--- src/rtl/adcsp_pkg.sv ---
package adcsp_pkg;
  typedef enum logic [1:0] {
    PWR_ON   = 2'd0,
    PWR_OFF  = 2'd1,
    PWR_WAKE = 2'd2
  } pwr_e;
endpackage

--- src/rtl/adcsp_sync.sv ---
module adcsp_sync #(
  parameter int STAGES = 2
) (
  input  logic clk,
  input  logic rst_n,
  input  logic sclk,
  input  logic cs_n,
  input  logic din,
  output logic sclk_fall,
  output logic cs_fall,
  output logic cs_rise,
  output logic din_s
);
  logic [STAGES-1:0] sclk_sh, cs_sh, din_sh;
  logic [STAGES-1:0] sclk_sh_d, cs_sh_d, din_sh_d;
  logic sclk_dly, cs_dly;

  always_comb begin
    sclk_sh_d = {sclk_sh[STAGES-2:0], sclk};
    cs_sh_d   = {cs_sh[STAGES-2:0], cs_n};
    din_sh_d  = {din_sh[STAGES-2:0], din};
  end

  always_ff @(posedge clk or negedge rst_n) begin
    if (!rst_n) begin
      sclk_sh  <= '1;
      cs_sh    <= '1;
      din_sh   <= '0;
      sclk_dly <= 1'b1;
      cs_dly   <= 1'b1;
    end else begin
      sclk_sh  <= sclk_sh_d;
      cs_sh    <= cs_sh_d;
      din_sh   <= din_sh_d;
      sclk_dly <= sclk_sh[STAGES-1];
      cs_dly   <= cs_sh[STAGES-1];
    end
  end

  assign sclk_fall = sclk_dly & ~sclk_sh[STAGES-1];
  assign cs_fall   = cs_dly & ~cs_sh[STAGES-1];
  assign cs_rise   = ~cs_dly & cs_sh[STAGES-1];
  assign din_s     = din_sh[STAGES-1];
endmodule

--- src/rtl/adcsp_frame.sv ---
module adcsp_frame #(
  parameter int FB         = 16,
  parameter int NCH        = 8,
  parameter int SEL_LSB    = 6,
  parameter int TRACK_EDGE = 14,
  parameter int CNTW       = $clog2(FB + 2)
) (
  input  logic            clk,
  input  logic            rst_n,
  input  logic            cs_fall,
  input  logic            cs_rise,
  input  logic            sclk_fall,
  input  logic            din_s,
  input  logic            conv_ok,
  input  logic [FB-1:0]   tx_load,
  output logic            dout,
  output logic            hold,
  output logic            act,
  output logic            frame_done,
  output logic [CNTW-1:0] bit_cnt,
  output logic            wr_bit,
  output logic            ppd_bit,
  output logic [NCH-1:0]  sel
);
  localparam logic [CNTW-1:0] FULL_CNT  = CNTW'(FB);
  localparam logic [CNTW-1:0] OVER_CNT  = CNTW'(FB + 1);
  localparam logic [CNTW-1:0] TRACK_CNT = CNTW'(TRACK_EDGE - 1);

  logic [CNTW-1:0] cnt_q, cnt_d;
  logic [FB-1:0]   rx_q, rx_d, tx_q, tx_d;
  logic            act_q, act_d, hold_q, hold_d;

  always_comb begin
    cnt_d  = cnt_q;
    rx_d   = rx_q;
    tx_d   = tx_q;
    act_d  = act_q;
    hold_d = hold_q;
    if (cs_fall) begin
      act_d  = 1'b1;
      cnt_d  = '0;
      tx_d   = tx_load;
      hold_d = conv_ok;
    end else if (cs_rise) begin
      act_d  = 1'b0;
      hold_d = 1'b0;
    end else if (sclk_fall && act_q) begin
      rx_d = {rx_q[FB-2:0], din_s};
      tx_d = {tx_q[FB-2:0], 1'b1};
      if (cnt_q <= FULL_CNT) cnt_d = cnt_q + 1'b1;
      if (cnt_q == TRACK_CNT) hold_d = 1'b0;
    end
  end

  always_ff @(posedge clk or negedge rst_n) begin
    if (!rst_n) begin
      cnt_q  <= OVER_CNT;
      rx_q   <= '0;
      tx_q   <= '0;
      act_q  <= 1'b0;
      hold_q <= 1'b0;
    end else begin
      cnt_q  <= cnt_d;
      rx_q   <= rx_d;
      tx_q   <= tx_d;
      act_q  <= act_d;
      hold_q <= hold_d;
    end
  end

  assign dout       = act_q & tx_q[FB-1];
  assign hold       = hold_q;
  assign act        = act_q;
  assign bit_cnt    = cnt_q;
  assign frame_done = cs_rise & act_q & (cnt_q == FULL_CNT);
  assign wr_bit     = rx_q[FB-1];
  assign ppd_bit    = rx_q[0];
  assign sel        = rx_q[SEL_LSB+NCH-1:SEL_LSB];
endmodule

--- src/rtl/adcsp_pwr.sv ---
module adcsp_pwr
  import adcsp_pkg::*;
#(
  parameter int WAKE_CYCLES = 200,
  parameter int WCW         = $clog2(WAKE_CYCLES + 1)
) (
  input  logic clk,
  input  logic rst_n,
  input  logic cs_fall,
  input  logic frame_done,
  input  logic wr_bit,
  input  logic ppd_bit,
  output pwr_e state,
  output logic conv_ok,
  output logic frame_conv,
  output logic off_enter
);
  localparam logic [WCW-1:0] WAKE_LOAD = WCW'(WAKE_CYCLES - 1);

  pwr_e           state_q, state_d;
  logic [WCW-1:0] wcnt_q, wcnt_d;
  logic           prime_q, prime_d, conv_q, conv_d, pf_q, pf_d;

  assign conv_ok   = (state_q == PWR_ON) && !prime_q;
  assign off_enter = frame_done & wr_bit & ppd_bit;

  always_comb begin
    state_d = state_q;
    wcnt_d  = wcnt_q;
    prime_d = prime_q;
    conv_d  = conv_q;
    pf_d    = pf_q;
    if (cs_fall) begin
      conv_d = conv_ok;
      pf_d   = (state_q == PWR_ON) && prime_q;
    end
    if (state_q == PWR_WAKE) begin
      if (wcnt_q == '0) begin
        state_d = PWR_ON;
        prime_d = 1'b1;
      end else begin
        wcnt_d = wcnt_q - 1'b1;
      end
    end
    if (frame_done) begin
      if (pf_q) prime_d = 1'b0;
      if (wr_bit) begin
        if (ppd_bit) begin
          state_d = PWR_OFF;
          prime_d = 1'b0;
        end else if (state_q == PWR_OFF) begin
          state_d = PWR_WAKE;
          wcnt_d  = WAKE_LOAD;
        end
      end
    end
  end

  always_ff @(posedge clk or negedge rst_n) begin
    if (!rst_n) begin
      state_q <= PWR_ON;
      wcnt_q  <= '0;
      prime_q <= 1'b0;
      conv_q  <= 1'b0;
      pf_q    <= 1'b0;
    end else begin
      state_q <= state_d;
      wcnt_q  <= wcnt_d;
      prime_q <= prime_d;
      conv_q  <= conv_d;
      pf_q    <= pf_d;
    end
  end

  assign state      = state_q;
  assign frame_conv = conv_q;
endmodule

--- src/rtl/adcsp_chan.sv ---
module adcsp_chan #(
  parameter int NCH = 8,
  parameter int DW  = 12,
  parameter int CHW = $clog2(NCH)
) (
  input  logic              clk,
  input  logic              rst_n,
  input  logic              cs_fall,
  input  logic              frame_done,
  input  logic              wr_bit,
  input  logic              frame_conv,
  input  logic [NCH-1:0]    sel,
  input  logic [NCH*DW-1:0] conv_data,
  output logic [NCH-1:0]    mask,
  output logic [CHW-1:0]    samp_id,
  output logic [DW-1:0]     samp
);
  logic [NCH-1:0] mask_q, mask_d;
  logic [CHW-1:0] ptr_q, ptr_d, sid_q, sid_d;
  logic [DW-1:0]  samp_q, samp_d;

  function automatic logic [CHW-1:0] lowest_en(input logic [NCH-1:0] m);
    logic [CHW-1:0] r;
    r = '0;
    for (int i = NCH - 1; i >= 0; i--) begin
      if (m[i]) r = CHW'(i);
    end
    return r;
  endfunction

  function automatic logic [CHW-1:0] after_en(input logic [NCH-1:0] m,
                                              input logic [CHW-1:0] p);
    logic [CHW-1:0] r;
    logic           hit;
    r   = '0;
    hit = 1'b0;
    for (int k = 1; k <= NCH; k++) begin
      int idx;
      idx = (int'(p) + k) % NCH;
      if (!hit && m[idx]) begin
        r   = CHW'(idx);
        hit = 1'b1;
      end
    end
    return r;
  endfunction

  always_comb begin
    mask_d = mask_q;
    ptr_d  = ptr_q;
    sid_d  = sid_q;
    samp_d = samp_q;
    if (cs_fall) begin
      samp_d = conv_data[int'(ptr_q)*DW +: DW];
      sid_d  = ptr_q;
    end
    if (frame_done) begin
      if (wr_bit) begin
        mask_d = sel;
        ptr_d  = lowest_en(sel);
      end else if (frame_conv) begin
        ptr_d = after_en(mask_q, ptr_q);
      end
    end
  end

  always_ff @(posedge clk or negedge rst_n) begin
    if (!rst_n) begin
      mask_q <= '0;
      ptr_q  <= '0;
      sid_q  <= '0;
      samp_q <= '0;
    end else begin
      mask_q <= mask_d;
      ptr_q  <= ptr_d;
      sid_q  <= sid_d;
      samp_q <= samp_d;
    end
  end

  assign mask    = mask_q;
  assign samp_id = sid_q;
  assign samp    = samp_q;
endmodule

--- src/rtl/adcsp_top.sv ---
module adcsp_top
  import adcsp_pkg::*;
#(
  parameter int NCH         = 8,
  parameter int DW          = 12,
  parameter int IDW         = 4,
  parameter int SEL_LSB     = 6,
  parameter int TRACK_EDGE  = 14,
  parameter int WAKE_CYCLES = 200,
  parameter int SYNC_STAGES = 2
) (
  input  logic              clk,
  input  logic              rst_n,
  input  logic              sclk,
  input  logic              cs_n,
  input  logic              din,
  input  logic [NCH*DW-1:0] conv_data,
  output logic              dout,
  output logic              hold,
  output logic              ready
);
  localparam int FB   = IDW + DW;
  localparam int CHW  = $clog2(NCH);
  localparam int CNTW = $clog2(FB + 2);

  logic            sclk_fall, cs_fall, cs_rise, din_s;
  logic            frm_act, frm_done, rx_wr, rx_ppd, conv_ok, frame_conv, off_enter;
  logic [CNTW-1:0] bit_cnt;
  logic [NCH-1:0]  rx_sel, ch_mask;
  logic [CHW-1:0]  samp_id;
  logic [DW-1:0]   samp;
  pwr_e            pwr_state;
  logic [FB-1:0]   res_q, res_d, tx_load;
  logic            vld_q, vld_d;

  adcsp_sync #(.STAGES(SYNC_STAGES)) sync_i (
    .clk(clk), .rst_n(rst_n), .sclk(sclk), .cs_n(cs_n), .din(din),
    .sclk_fall(sclk_fall), .cs_fall(cs_fall), .cs_rise(cs_rise), .din_s(din_s)
  );

  adcsp_frame #(
    .FB(FB), .NCH(NCH), .SEL_LSB(SEL_LSB), .TRACK_EDGE(TRACK_EDGE), .CNTW(CNTW)
  ) frame_i (
    .clk(clk), .rst_n(rst_n), .cs_fall(cs_fall), .cs_rise(cs_rise),
    .sclk_fall(sclk_fall), .din_s(din_s), .conv_ok(conv_ok), .tx_load(tx_load),
    .dout(dout), .hold(hold), .act(frm_act), .frame_done(frm_done),
    .bit_cnt(bit_cnt), .wr_bit(rx_wr), .ppd_bit(rx_ppd), .sel(rx_sel)
  );

  adcsp_pwr #(.WAKE_CYCLES(WAKE_CYCLES)) pwr_i (
    .clk(clk), .rst_n(rst_n), .cs_fall(cs_fall), .frame_done(frm_done),
    .wr_bit(rx_wr), .ppd_bit(rx_ppd), .state(pwr_state), .conv_ok(conv_ok),
    .frame_conv(frame_conv), .off_enter(off_enter)
  );

  adcsp_chan #(.NCH(NCH), .DW(DW)) chan_i (
    .clk(clk), .rst_n(rst_n), .cs_fall(cs_fall), .frame_done(frm_done),
    .wr_bit(rx_wr), .frame_conv(frame_conv), .sel(rx_sel), .conv_data(conv_data),
    .mask(ch_mask), .samp_id(samp_id), .samp(samp)
  );

  assign tx_load = (pwr_state == PWR_ON && vld_q) ? res_q : '1;

  always_comb begin
    res_d = res_q;
    vld_d = vld_q;
    if (frm_done) begin
      res_d = {IDW'(samp_id), samp};
      vld_d = frame_conv && !off_enter;
    end
  end

  always_ff @(posedge clk or negedge rst_n) begin
    if (!rst_n) begin
      res_q <= '0;
      vld_q <= 1'b0;
    end else begin
      res_q <= res_d;
      vld_q <= vld_d;
    end
  end

  assign ready = (pwr_state == PWR_ON);
endmodule

--- config.mk ---
export PLATFORM = sky130hd
export DESIGN_NAME = adcsp_top
export DESIGN_NICKNAME = d
export VERILOG_FILES = /design/src/rtl/adcsp_pkg.sv /design/src/rtl/adcsp_sync.sv /design/src/rtl/adcsp_frame.sv /design/src/rtl/adcsp_pwr.sv /design/src/rtl/adcsp_chan.sv /design/src/rtl/adcsp_top.sv
export SDC_FILE = /design/constraint.sdc
export NUM_CORES = 1
export LEC_CHECK = 0
export BUFFER_PORTS_ARGS = -buffer_cell sky130_fd_sc_hd__buf_2
export CORE_MARGIN = 8
export CORE_UTILIZATION = 40
export CTS_CLUSTER_SIZE = 30
export DETAILED_ROUTE_END_ITERATION = 10
export SKIP_LAST_GASP = 1
export SLEW_MARGIN = 15
export SYNTH_ARGS = -nofsm -noshare
export SYNTH_HDL_FRONTEND = slang
export SYNTH_SLANG_ARGS = --single-unit
--- constraint.sdc ---
create_clock -name clk -period 4.8 [get_ports clk]
set_input_delay 0.24 -clock clk [delete_from_list [all_inputs] [get_ports clk]]
set_output_delay 0.24 -clock clk [all_outputs]
set_load 0.01 [all_outputs]
==> impl_metrics.json <==
{
  "wl_per_cell_um": 18.64,
  "clock-sinks": 102,
  "cts.reportedPaths.clkPinSlew_ns": 0.07,
  "pre_cts_ws_ns": 1.441,
  "r2r_end": "chan_i.ptr_q[2]$_DFFE_PN0P_",
  "num_rows": 42,
  "synth_area_per_cell_um2": 11.22,
  "r2r_cells": 7,
  "post-route-period-util_pct": 70.11,
  "worstReg2RegStart": "chan_i.ptr_q[2]$_DFFE_PN0P_",
  "whs_ns": 0.3525,
  "setup_viol": 0,
  "crit_fanout": 22,
  "max_freq_ghz": 0.2971,
  "htree_levels": 3,
  "clk_latency_ns": 0.35,
  "die_h_um": 132.9,
  "power.density_cell_area_nw_per_um2": 303.7,
  "grt_max_degree": 60,
  "hold_viol": 0,
  "ant_nets": 0,
  "p_total_mw": 1.964,
  "synth_nets": 597,
  "syn_inst": 487,
  "swShare_pct": 24.93,
  "p_leak_nw": 2.984,
  "vias": 4127,
  "rsz0062_at_grt": "false",
  "synthXorXnorAreaFrac_pct": 1.443,
  "slew_viol_final": 0,
  "cp.required_ns": 5.07,
  "cts_tree": "done",
  "multi_input_area_um2": 2719,
  "slew_headroom_pct": 28.79,
  "dieArea_um2": 17660,
  "end_kind": "flop",
  "grt_pass1_vias": 4296,
  "cts_resized": 0,
  "tns_ns": 0,
  "gp_congestion": 0.9269,
  "synth-main-ff-cell": "dfrtp_1",
  "p_seq_share_pct": 50.8,
  "period_minus_slack_ns": 3.366,
  "grt_usage_pct": 16.62,
  "p_comb_share_pct": 10.9,
  "drc": 0,
  "yosysSeqAreaShare_pct": 46.90,
  "synth_top_family_by_area": "multiplexers",
  "clockBufferDepth": 2,
  "synthMuxAreaShare_pct": 23.65,
  "firstDrtPassIters": 4,
  "io_buffers": 103,
  "drv_cap": 0,
  "synth_compound_area_share_pct": 10.67,
  "outcome": "complete, no violations",
  "met2_usage_pct": 26.10,
  "busiest_layer": "met2",
  "num_io_pins": 104,
  "area_delta_synth_final_pct": 18.36,
  "skew_ns": 0.005740,
  "die_w_um": 132.9,
  "grt_pass1_wl_um": 23460,
  "grt-ovfl-total": 0,
  "met3_usage_pct": 3.369,
  "antenna_found_initial": 0,
  "layout_commonest_cell": "buf_2",
  "hold_start": "sync_i.din_sh[0]$_DFF_PN0_",
  "synth_edf_count": 0,
  "whs_path_depth": 0,
  "synth_adder_area_share_pct": 2.061,
  "rrSetupSlack_ns": 1.43,
  "cp-startpoint": "chan_i.ptr_q[2]$_DFFE_PN0P_",
  "post_dp_cell_area_um2": 6118,
  "num-fill-cells": 1244,
  "yosysUniqueCellTypes": 50,
  "ys_seq_elements": 102,
  "clockPowerShare_pct": 38.4,
  "synthSimpleGateAreaFrac_pct": 11.82,
  "finalNonFillerCells": 763,
  "design_area_um2": 6467,
  "cts_made_buffers": 9,
  "worst_slew_pin_slew_ns": 1.068,
  "switching_power_mw": 0.4897,
  "core_um2": 13300,
  "seqCellArea_um2": 2564,
  "placed_cells_incl_taps": 743,
  "startpoint_type": "flop",
  "mostFrequentLayoutCells": "buf_2, dfrtp_1, nand2_1",
  "start_util_pct": 41.10,
  "worst_hold_path_type": "reg -> reg",
  "fin_util_pct": 48.64,
  "layout-drive-gt1-share_pct": 36.63,
  "internal_power_mw": 1.474,
  "cts_setup_buffers": 0,
  "drt_iter0_markers": 194,
  "grt_util_met1_pct": 22.46,
  "async_reset_ff_share_pct": 100.0,
  "insertedDiodeCount": 0,
  "detailed_place_hpwl_um": 10760,
  "hold_end": "sync_i.din_sh[1]$_DFF_PN0_",
  "layout_setup_ws_ns": 1.435,
  "worst-endpoint-arrival_ns": 3.64,
  "viasPerCell": 5.409,
  "critical_path_class": "reg -> reg",
  "yosys_warnings": 0,
  "nets": 692,
  "vdd_drop_max_mv": 0.2019,
  "cts-root-buf": "clkbuf_16",
  "netlist_area_um2": 5464,
  "wl_um": 14220
}
[worst max path at each step]
stage               slack (ns)                          end  depth (start not counted)
finish                    1.43  chan_i.ptr_q[2]$_DFFE_PN0P_                          7
global route              1.25  chan_i.ptr_q[1]$_DFFE_PN0P_                          6
floorplan                 1.37  chan_i.ptr_q[2]$_DFFE_PN0P_                         14
CTS                       1.42  chan_i.ptr_q[2]$_DFFE_PN0P_                          7
detailed placement        1.44  chan_i.ptr_q[2]$_DFFE_PN0P_                          7
global placement          1.47  chan_i.ptr_q[2]$_DFFE_PN0P_                          7
[power groups by stage]
stage	clock network, mW	logic (mW)	registers (mW)
3_3_place_gp	0	0.206	1.01
2_1_floorplan	0	0.127	0.993
3_5_place_dp	0	0.214	1.01
5_1_grt	0.808	0.247	1.01
6_report	0.753	0.214	0.997
4_1_cts	0.781	0.217	0.999
[cell families (layout without fill, tap and decap cells)]
logic type | after synthesis | count (layout)
buf+inv | 44 | 144
compound gates | 100 | 100
fa+ha+maj | 9 | 9
flops | 102 | 102
simple gates | 141 | 141
xor+xnor | 9 | 9
mux | 82 | 82
[critical path, cell delays in order, from the launching register on]
cell and delay, ns:
dfrtp_1 0.96, mux4_2 0.62, mux2_2 0.35, or4_1 0.60, or3_1 0.41, o21ai_1 0.10
o21ai_1 0.07, a31oi_1 0.16
[timing repair]
item                       in CTS  in global routing
hold buffers                    4                  0
hold endpoints to repair       45                  0
setup endpoints to repair       0                  0
[synth_stat cells (all sizes together) (6+ instances only)]
cell type	n	area share (%)
o22ai	14	1.6
ha	9	2.1
mux4	33	14
nand3	6	0.55
mux2	44	9.1
clkbuf	21	1.4
nand2	66	4.5
inv	16	1.1
a21oi	11	1.0
dfrtp	94	43
o21ai	45	4.2
nor2	33	2.3
dfstp	8	3.8
xnor2	6	0.96
buf	7	0.92
nand2b	6	0.69
a31oi	17	1.9
[final cells by class]
class	instances	share of cell area [%]
clock buffer	11	3.753
multi-input combinational	341	42.04
tap	176	3.405
inverter	16	0.9286
timing repair buffer	112	9.209
sequential	102	39.64
clock inverter	5	1.025
[layer usage]
| metal | wire length (um) | up-vias |
|---|---|---|
| met1 | 6421 | 2075 |
| li1 | - | 1968 |
| met4 | 216 | 0 |
| met3 | 534 | 18 |
| met5 | 0 | - |
| met2 | 7050 | 66 |
[sequential cells by signal, indices dropped and copies added, names as in the netlist]
register and cells:
pwr_i.frame_conv 1, chan_i.ptr_q 3, frame_i.rx_q 16, frame_i.hold 1
sync_i.sclk_dly 1, pwr_i.pf_q 1, sync_i.cs_dly 1, chan_i.mask 8
pwr_i.state 2, vld_q 1, frame_i.bit_cnt 5, sync_i.din_sh 2
chan_i.samp 12, chan_i.samp_id 3, sync_i.sclk_sh 2, pwr_i.wcnt_q 8
frame_i.act 1, pwr_i.prime_q 1, res_q 15, frame_i.tx_q 16
sync_i.cs_sh 2
Note: power is estimated with default switching activity, not from simulation.
